===== src/rtl/refsel_pkg.sv =====
package refsel_pkg;

    typedef enum logic [1:0] {
        RATE_RELAX = 2'd0,
        RATE_1X    = 2'd1,
        RATE_2X    = 2'd2,
        RATE_4X    = 2'd3
    } rate_t;

    // lowest temperature of each band, degrees C
    localparam int HOT_C  = 85;
    localparam int WARM_C = 55;
    localparam int MILD_C = 26;
    localparam int HYST_C = 3;

    typedef struct packed {
        rate_t next;     // target rate after this cycle
        logic  faster;   // target is faster than the active rate
    } decision_t;

    function automatic int unsigned window_ms(rate_t r);
        case (r)
            RATE_RELAX: return 128;
            RATE_1X:    return 64;
            RATE_2X:    return 32;
            default:    return 16;
        endcase
    endfunction

    function automatic int unsigned interval_cycles(rate_t r, int unsigned clk_ps,
                                                    int unsigned cmds, int unsigned div);
        longint unsigned win_ps;
        longint unsigned cyc;
        win_ps = longint'(window_ms(r)) * 64'd1000000000;
        cyc    = ((win_ps / longint'(cmds)) / longint'(clk_ps)) / longint'(div);
        if (cyc < 2) cyc = 2;
        return int'(cyc);
    endfunction

    function automatic rate_t classify(int t, logic relax_ok);
        if (t >= HOT_C)       return RATE_4X;
        else if (t >= WARM_C) return RATE_2X;
        else if (t >= MILD_C) return RATE_1X;
        else if (relax_ok)    return RATE_RELAX;
        else                  return RATE_1X;
    endfunction

endpackage


===== src/rtl/refsel_decide.sv =====
module refsel_decide
    import refsel_pkg::*;
#(
    parameter int TEMP_W = 8
) (
    input  logic                     temp_valid,
    input  logic signed [TEMP_W-1:0] temp_c,
    input  logic                     relax_en,
    input  logic                     stale,
    input  rate_t                    tgt,
    input  rate_t                    active,
    output decision_t                dec
);
    int    tc;
    rate_t raw;
    rate_t cool;
    rate_t nxt;

    always_comb begin
        tc   = int'(temp_c);
        raw  = classify(tc, relax_en);
        cool = classify(tc + HYST_C, relax_en);
        nxt  = tgt;
        if (temp_valid) begin
            if (raw > tgt)       nxt = raw;
            else if (cool < tgt) nxt = cool;
        end else if (stale && (tgt < RATE_2X)) begin
            nxt = RATE_2X;
        end
        if (!relax_en && (nxt == RATE_RELAX)) nxt = RATE_1X;
        dec.next   = nxt;
        dec.faster = (nxt > active);
    end
endmodule


===== src/rtl/refsel_staleness.sv =====
module refsel_staleness #(
    parameter int TMO_W = 16
) (
    input  logic             clk,
    input  logic             rst,
    input  logic             temp_valid,
    input  logic [TMO_W-1:0] tmo_limit,
    output logic             stale
);
    logic [TMO_W-1:0] quiet;

    always_ff @(posedge clk) begin
        if (rst)                    quiet <= '0;
        else if (temp_valid)        quiet <= '0;
        else if (quiet < tmo_limit) quiet <= quiet + TMO_W'(1);
    end

    assign stale = (tmo_limit != '0) && (quiet >= tmo_limit);
endmodule


===== src/rtl/refsel_pacer.sv =====
module refsel_pacer
    import refsel_pkg::*;
#(
    parameter int unsigned CLK_PS  = 8000,
    parameter int unsigned CMDS    = 8192,
    parameter int unsigned SIM_DIV = 1
) (
    input  logic      clk,
    input  logic      rst,
    input  decision_t dec,
    output logic      req,
    output rate_t     active,
    output rate_t     tgt
);
    localparam int unsigned N_MAX = interval_cycles(RATE_RELAX, CLK_PS, CMDS, SIM_DIV);
    localparam int          CNT_W = $clog2(N_MAX);

    logic [CNT_W-1:0] reload_tab [4];
    logic [CNT_W-1:0] cnt;
    logic [CNT_W-1:0] cnt_dec;
    logic [CNT_W-1:0] new_top;

    for (genvar g = 0; g < 4; g++) begin : g_tab
        assign reload_tab[g] = CNT_W'(interval_cycles(rate_t'(g), CLK_PS, CMDS, SIM_DIV) - 1);
    end

    assign req     = (cnt == '0);
    assign cnt_dec = cnt - CNT_W'(1);
    assign new_top = reload_tab[dec.next];

    always_ff @(posedge clk) begin
        if (rst) begin
            cnt    <= reload_tab[RATE_2X];
            active <= RATE_2X;
            tgt    <= RATE_2X;
        end else begin
            tgt <= dec.next;
            if (req) begin
                active <= dec.next;
                cnt    <= new_top;
            end else if (dec.faster) begin
                active <= dec.next;
                cnt    <= (cnt_dec > new_top) ? new_top : cnt_dec;
            end else begin
                cnt <= cnt_dec;
            end
        end
    end
endmodule


===== src/rtl/refresh_rate_sel.sv =====
module refresh_rate_sel
    import refsel_pkg::*;
#(
    parameter int unsigned CLK_PS  = 8000,
    parameter int unsigned CMDS    = 8192,
    parameter int unsigned SIM_DIV = 1,
    parameter int          TEMP_W  = 8,
    parameter int          TMO_W   = 16
) (
    input  logic                     clk,
    input  logic                     rst,
    input  logic                     temp_valid,
    input  logic signed [TEMP_W-1:0] temp_c,
    input  logic                     relax_en,
    input  logic [TMO_W-1:0]         tmo_limit,
    output logic                     ref_req,
    output logic [1:0]               mode
);
    decision_t dec;
    rate_t     active;
    rate_t     tgt;
    logic      stale;

    refsel_staleness #(.TMO_W(TMO_W)) u_stale (
        .clk(clk), .rst(rst), .temp_valid(temp_valid),
        .tmo_limit(tmo_limit), .stale(stale)
    );

    refsel_decide #(.TEMP_W(TEMP_W)) u_decide (
        .temp_valid(temp_valid), .temp_c(temp_c), .relax_en(relax_en),
        .stale(stale), .tgt(tgt), .active(active), .dec(dec)
    );

    refsel_pacer #(.CLK_PS(CLK_PS), .CMDS(CMDS), .SIM_DIV(SIM_DIV)) u_pacer (
        .clk(clk), .rst(rst), .dec(dec),
        .req(ref_req), .active(active), .tgt(tgt)
    );

    assign mode = active;
endmodule


===== config.mk =====
export PLATFORM = sky130hd
export DESIGN_NAME = refresh_rate_sel
export DESIGN_NICKNAME = d
export VERILOG_FILES = /design/src/rtl/refsel_pkg.sv /design/src/rtl/refsel_decide.sv /design/src/rtl/refsel_staleness.sv /design/src/rtl/refsel_pacer.sv /design/src/rtl/refresh_rate_sel.sv
export SDC_FILE = /design/constraint.sdc
export NUM_CORES = 1
export LEC_CHECK = 0
export CAP_MARGIN = 25
export CORE_UTILIZATION = 52
export DETAILED_ROUTE_END_ITERATION = 10
export PLACE_DENSITY = 0.86
export SYNTH_ARGS = -nofsm -noshare
export SYNTH_HDL_FRONTEND = slang
export SYNTH_SLANG_ARGS = --single-unit
export TNS_END_PERCENT = 5

===== constraint.sdc =====
create_clock -name clk -period 5.9 [get_ports clk]
set_input_delay 0.885 -clock clk [delete_from_list [all_inputs] [get_ports clk]]
set_output_delay 0.885 -clock clk [all_outputs]
set_load 0.01 [all_outputs]

==> results of run 1 <==
[worst max-delay path by stage]
stage | startpoint | end | slack, ns | cells past startpoint
floorplan | temp_c[0] | u_pacer.cnt[7] | 0.18 | 21
global placement | temp_c[0] | u_pacer.cnt[1] | 0.009 | 23
detailed placement | temp_c[0] | u_pacer.cnt[8] | -0.15 | 23
CTS | temp_c[0] | u_pacer.cnt[1] | 0.12 | 26
global route | temp_c[1] | u_pacer.cnt[6] | -0.10 | 24
finish | temp_c[0] | u_pacer.cnt[8] | 0.24 | 23
[registers in the layout (all words and copies together), names as in the netlist]
name            cells
u_pacer.active      2
u_pacer.cnt        11
u_pacer.tgt         2
u_stale.quiet      16
[power by group through the flow]
stage,Sequential (uW),Combinational [uW],Clock [uW]
after floorplan,274,279,0
after global placement,277,403,0
after detailed placement,280,426,0
after CTS,275,430,170
after global routing,279,498,182
final,276,448,167
[cell families (layout without fill, tap and decap cells)]
family                   Yosys count  after routing  share of synthesized area (%)
AND/OR/NAND/NOR                  137            137                          25.24
AO/OA/AOI/OAI                     94             94                          20.87
buffers and inverters             54            110                          7.692
adder cells (fa/ha/maj)           45             45                          19.45
flip-flops                        31             31                          21.43
XOR/XNOR                          14             14                          4.235
multiplexers                       3              3                          1.080
[worst register-to-register path: stages, from the launching register on]
cell      delay [ns]
dfxtp_1         0.39
ha_1            0.28
a21oi_1         0.16
o21ai_0         0.12
a221oi_1        0.53
nand3_1         0.31
o211ai_1        0.39
a211oi_4        0.09
ha_2            0.21
buf_4           0.14
ha_1            0.31
nand4_1         0.13
a21oi_1         0.17
o311ai_2        0.13
buf_4           0.17
a21bo_2         0.24
a21boi_0        0.23
o21ai_0         0.12
[routing by layer]
metal / part of all wire [%] / GRT usage, % / vias up
met2: 48 / 45.50 / 97
met1: 45 / 31.98 / 1407
met5: 0 / 0 / -
li1: - / - / 1466
met4: 1.5 / 6.538 / 0
met3: 5.1 / 4.910 / 13
[repair_timing]
action	in CTS	in global routing
resized for setup	0	10
endpoints found under the setup margin	0	11
hold buffers	0	0
setup buffers	0	2
[per-stage QoR]
stage               total power, uW  hold WS (ns)
finish                        890.7        0.5087
CTS                           876.1        0.5105
global placement              680.8        0.4948
floorplan                     552.9        0.4747
global route                  958.9        0.5360
detailed placement            705.5        0.4982
[cell usage in the layout, fill, tap and decap left out, types with 11 or more instances in the layout]
cell	count
ha_1	44
inv_1	43
dfxtp_1	31
clkdlybuf4s50_1	30
a21oi_1	29
o21ai_0	26
buf_4	26
nand2_1	25
nor3_1	23
nor2_1	21
or3_1	13
nand4_1	11
[cell type report]
cell class,count,area (um2),share of cell area (%)
repair buffers,56,495.5,13.95
flip-flops and latches,31,620.6,17.47
clock inverters,2,12.51,0.3522
inverters,46,172.7,4.861
multi-input cells,293,2091,58.86
clock buffers,6,72.57,2.043
well taps,70,87.58,2.466
==> results.md, run 1 <==
* CP cell instances: clkdlybuf4s50_1 > inv_1 > ha_1 > or3_1 > nor2_2 > mux2_2 > o21ai_1 > inv_1 > ha_1 > or4_1 > o311ai_1 > nor3_1 > a211oi_4 > ha_2 > ha_1 > nor2b_1 > o21ai_0 > a21oi_1 > o311ai_2 > buf_4 > a21bo_2 > a21boi_0 > o21ai_0
* Core ar. at 0.005238 mm2
* Crit path launch type: input port
* Wire length per cell at 14.64 um
* Row cnt at 26
* Netlist cell types at 56
* Final Core Density at 67.82%
* Fin crit share at 95.92%
* Post-route DRC at 0
* Synth top area share at 21.43%
* Crit Path Class: input port to flop
* Initial antenna violation count at 0
* WP data required at 6.11 ns
* Post-synth EDFFs at 0
* Share of flip-flops with an asynchronous set or reset at 0%
* Die Height at 76.62 um
* Die footprint at 0.005870 mm2
* CTS tree: yes
* Post-route cell area at 0.003552 mm2
* P_sw at 355.9 uW
* DR iter-0 viols at 152
* Clk root buf: clkbuf_8
* R2R Path Start: u_stale.quiet[7]
* Tmin final at 5.659 ns
* Slowest Stage Delay on Critical Path at 0.52 ns
* Non-filler cells in the finished layout at 504
* Pwr Density at 250.7 mW/mm2
* DRT Pass-1 Iters at 5
* Clk sinks at 31
* H-tree depth at 2
* Setup slack after layout at 0.2405 ns
* Tot GR Track Use at 25.83%
* Worst-path clk slew at 0.07 ns
* CTS buffer count at 5
* Setup violators final at 0
* Area after DPL at 0.003413 mm2
* Antenna Nets Post-Route at 0
* HP Class: flop to flop
* Worst hold stages at 2
* Bufs on Longest Clock Path at 2
* Post-place setup slack at -0.1452 ns
* Port Buf Inserts at 30
* P_leak at 0.001505 uW
* Cell mode on critical path: ha_1
* Area Overhead vs Synth at 22.69%
* Worst-margin pin slew at 0.5789 ns
* Fill cells at 429
* Worst Setup End Kind: flop
* Net count reported at finish at 506
* Initial Util at 55.28%
* Largest net degree at the start of global routing at 17
* Run status: finished clean
* Post-synth top cells: ha_1 (45), inv_1 (44), dfxtp_1 (31)
* DIE WIDTH at 76.62 um
* Worst path top cell family by delay: compound AO/OA/AOI/OAI gates
* Number of global-route vias before repair at 2923
* Synth Warn # at 0
* Slew headroom at 61.31%
* Final slew viol count at 0
* Most frequent cell after synthesis: ha_1
* Cell taking the most area after synthesis: dfxtp_1
* Hold Crit Endpoint: u_stale.quiet[14]
* Switching part of the total at 39.96%
* Ports at 31
* Max Fclk at 176.7 MHz
* Power Internal at 534.8 uW
* Placed cells at 494
* Synth Flop Type: dfxtp_1
* Seq pwr share at 31.0%
* Setup Skew at 0.007704 ns
* Comb pwr share at 50.3%
* Top cells by area, synth: dfxtp_1 (21%), ha_1 (19%), inv_1 (5.7%)
* Maximum capacitance violations at 0
* Routability cong. at 0.9299
* FF-to-FF setup slack at 1.66 ns
* Crit path buffers/inverters at 4
* Synth Instances at 378
* Post-DP HPWL at 5751 um
* Clock power share at 18.7%
* Post-Syn Nets at 451
* Sequential fraction of the synthesis area at 21.43%
* Synth Cell Area at 0.002895 mm2
* Global-route wire length before repair at 12510 um
* Max VDD drop at 210.8 uV
* Crit-path max FO at 7
* Worst reg2reg path depth at 17
* Final Hold Vio Count at 0
* Share of layout cells above drive strength 1 at 11.75%
* Synth Area per Inst at 7.659 um2
* Hold Path Origin: u_stale.quiet[14]
* Clock Latency Late Sink at 0.29 ns
* Final WL at 7380 um
* Worst Path Arrival at 5.87 ns
* Total number of vias at 2983
* Grt ovf at 0
* FF-to-FF End: u_pacer.cnt[8]
* #FFs+latches synth at 31
* Setup TNS at 0 ns
* Number of vias per cell at 5.919
* CP max-delay cell: or4_1
* N_diodes at 0
Note: power is estimated with default switching activity, not from simulation.
==> inputs of run 2 (changes only) <==
- CORE_MARGIN: default -> 1.5
==> run 2 against run 1 <==
  * Sequential cell count stayed put
  * Largest power group unchanged
  * Register-to-register slack got worse by 0.28 ns
  * Sequential share of layout area decreased by 0.13 points
  * Critical path depth grew 1
  * Clock skew down 0.0040 ns
  * Non-clock buffer count decreased by 3
  * Combinational power is 1% higher
  * Worst hold slack better by 0.014 ns
  * Wire length shrank 2.7%
  * Final area grew 0.77%
  * Global-route usage down 1.3 points
==> results.md, run 2 (synthesis results as in run 1) <==
* Run status: finished clean
* Maximum capacitance violations at 0
* Crit-path max FO at 7
* Hold slack at 0.5225 ns
* Post-DP HPWL at 5546 um
* Max VDD drop at 327.8 uV
* Final WL at 7184 um
* Post-route DRC at 0
* Net count reported at finish at 503
* Slowest Stage Delay on Critical Path at 0.54 ns
* Clk sinks at 31
* Setup violators final at 0
* Die footprint at 0.006024 mm2
* Antenna Nets Post-Route at 0
* Total number of vias at 2920
* Number of vias per cell at 5.828
* Cell mode on critical path: ha_1
* DR iter-0 viols at 216
* Post-CTS Hold Buffers at 0
* Max reg flops at 16
* Pwr Density at 265.4 mW/mm2
* Crit path launch type: input port
* Slew headroom at 59.01%
* CTS tree: yes
* Core ar. at 0.005238 mm2
* Worst Path Arrival at 5.99 ns
* Routability cong. at 0.9344
* Share of layout cells above drive strength 1 at 12.06%
* Largest net degree at the start of global routing at 17
* Wire length per cell at 14.34 um
* Post-place setup slack at -0.1531 ns
* Clk root buf: clkbuf_8
* CP max-delay cell: or4_1
* Die Height at 77.62 um
* Area after DPL at 0.003391 mm2
* Pwr Total at 950.0 uW
* WP data required at 6.12 ns
* DRT Pass-1 Iters at 5
* Ports at 31
* Initial Util at 55.28%
* Crit Path Class: input port to flop
* Commonest non-fill, non-tap cell in the layout: ha_1
* FF-to-FF setup slack at 1.38 ns
* H-tree depth at 2
* N_diodes at 0
* Final slew viol count at 0
* Number of global-route vias before repair at 2810
* Clock Latency Late Sink at 0.29 ns
* Worst Setup End Kind: flop
* Setup slack after layout at 0.1230 ns
* Biggest regs: u_stale.quiet: 16 flops, u_pacer.cnt: 11 flops
* Setup Skew at 0.003687 ns
* CP cell instances: clkdlybuf4s50_1 > inv_1 > buf_4 > ha_1 > and3_1 > o41ai_2 > a221oi_1 > o21ai_1 > inv_1 > ha_1 > or4_1 > o311ai_2 > nor3_2 > a211oi_4 > ha_1 > ha_1 > nor2b_1 > o21ai_0 > a21oi_1 > o311ai_1 > buf_4 > a21bo_4 > a21oi_1 > o21ai_1
* Port Buf Inserts at 30
* HP Class: flop to flop
* Tot GR Track Use at 24.49%
* Row cnt at 26
* Commonest cells after routing, fill and taps aside: ha_1 (44), inv_1 (43), dfxtp_1 (31)
* Worst-margin pin slew at 0.6084 ns
* CTS buffer count at 5
* Global-route wire length before repair at 12060 um
* Fin crit share at 97.92%
* Tmin final at 5.777 ns
* Grt ovf at 0
* DIE WIDTH at 77.62 um
* Final Hold Vio Count at 0
* Fill cells at 415
* Top reg by flops: u_stale.quiet
* Worst-path clk slew at 0.07 ns
* Area Overhead vs Synth at 23.64%
* Initial antenna violation count at 0
* Max Fclk at 173.1 MHz
* Post-route cell area at 0.003580 mm2
* Bufs on Longest Clock Path at 2
* P_leak at 0.001511 uW
==> run 2: worst paths after layout <==
path | start | to | cells after the start
setup reg to reg | u_stale.quiet[7] | u_pacer.cnt[1] | 17
hold reg to reg | u_stale.quiet[13] | u_stale.quiet[13] | 2
hold / removal | u_stale.quiet[13] | u_stale.quiet[13] | 2
setup / recovery | temp_c[0] | u_pacer.cnt[1] | 24
==> run 2: critical path, delay by kind of cell <==
kind	cells	cell delay (ns)
and+or+nand+nor	4	0.96
adders and majority gates	4	0.93
AOI/OAI and AO/OA	11	2.27
buffers and inverters	5	0.96
==> run 2: repair_timing <==
action                                  CTS  global route
gates resized for setup                   0            17
endpoints found under the hold margin     0             0
setup buffers                             0             2
endpoints found under the setup margin    0            11
==> run 2: routing by layer <==
| layer | wire (um) | vias to the layer above | GRT usage, % |
|---|---|---|---|
| li1 | - | 1465 | - |
| met1 | 3277 | 1365 | 30.47 |
| met2 | 3451 | 79 | 42.00 |
| met3 | 353 | 11 | 5.059 |
| met4 | 101 | 0 | 7.636 |
| met5 | 0 | - | 0 |
==> run 2: through the flow <==
step                      util (%)  cells  setup TNS [ns]
after floorplan                  -    378               0
after global placement       64.74    491         -0.1394
after detailed placement     64.74    491          -1.072
after CTS                    66.99    499               0
after global routing         68.35    501          -1.317
final                        68.35    501               0
==> run 2: report_power, final <==
part	leakage, uW	internal, uW	switching (uW)
combinational	0.00120	218	236
clock	0.0000612	137	84.4
sequential	0.000253	242	32.8
total	0.00151	597	354
==> run 2: final cells by class <==
type                            instances  area, um2  area share (%)
Timing Repair Buffer                   53      473.0           13.21
Inverter                               46      172.7           4.824
Clock inverter                          2      35.03          0.9787
Clock buffer                            6      82.58           2.307
Tap cell                               70      87.58           2.447
Sequential cell                        31      620.6           17.34
Multi-Input combinational cell        293       2108           58.90
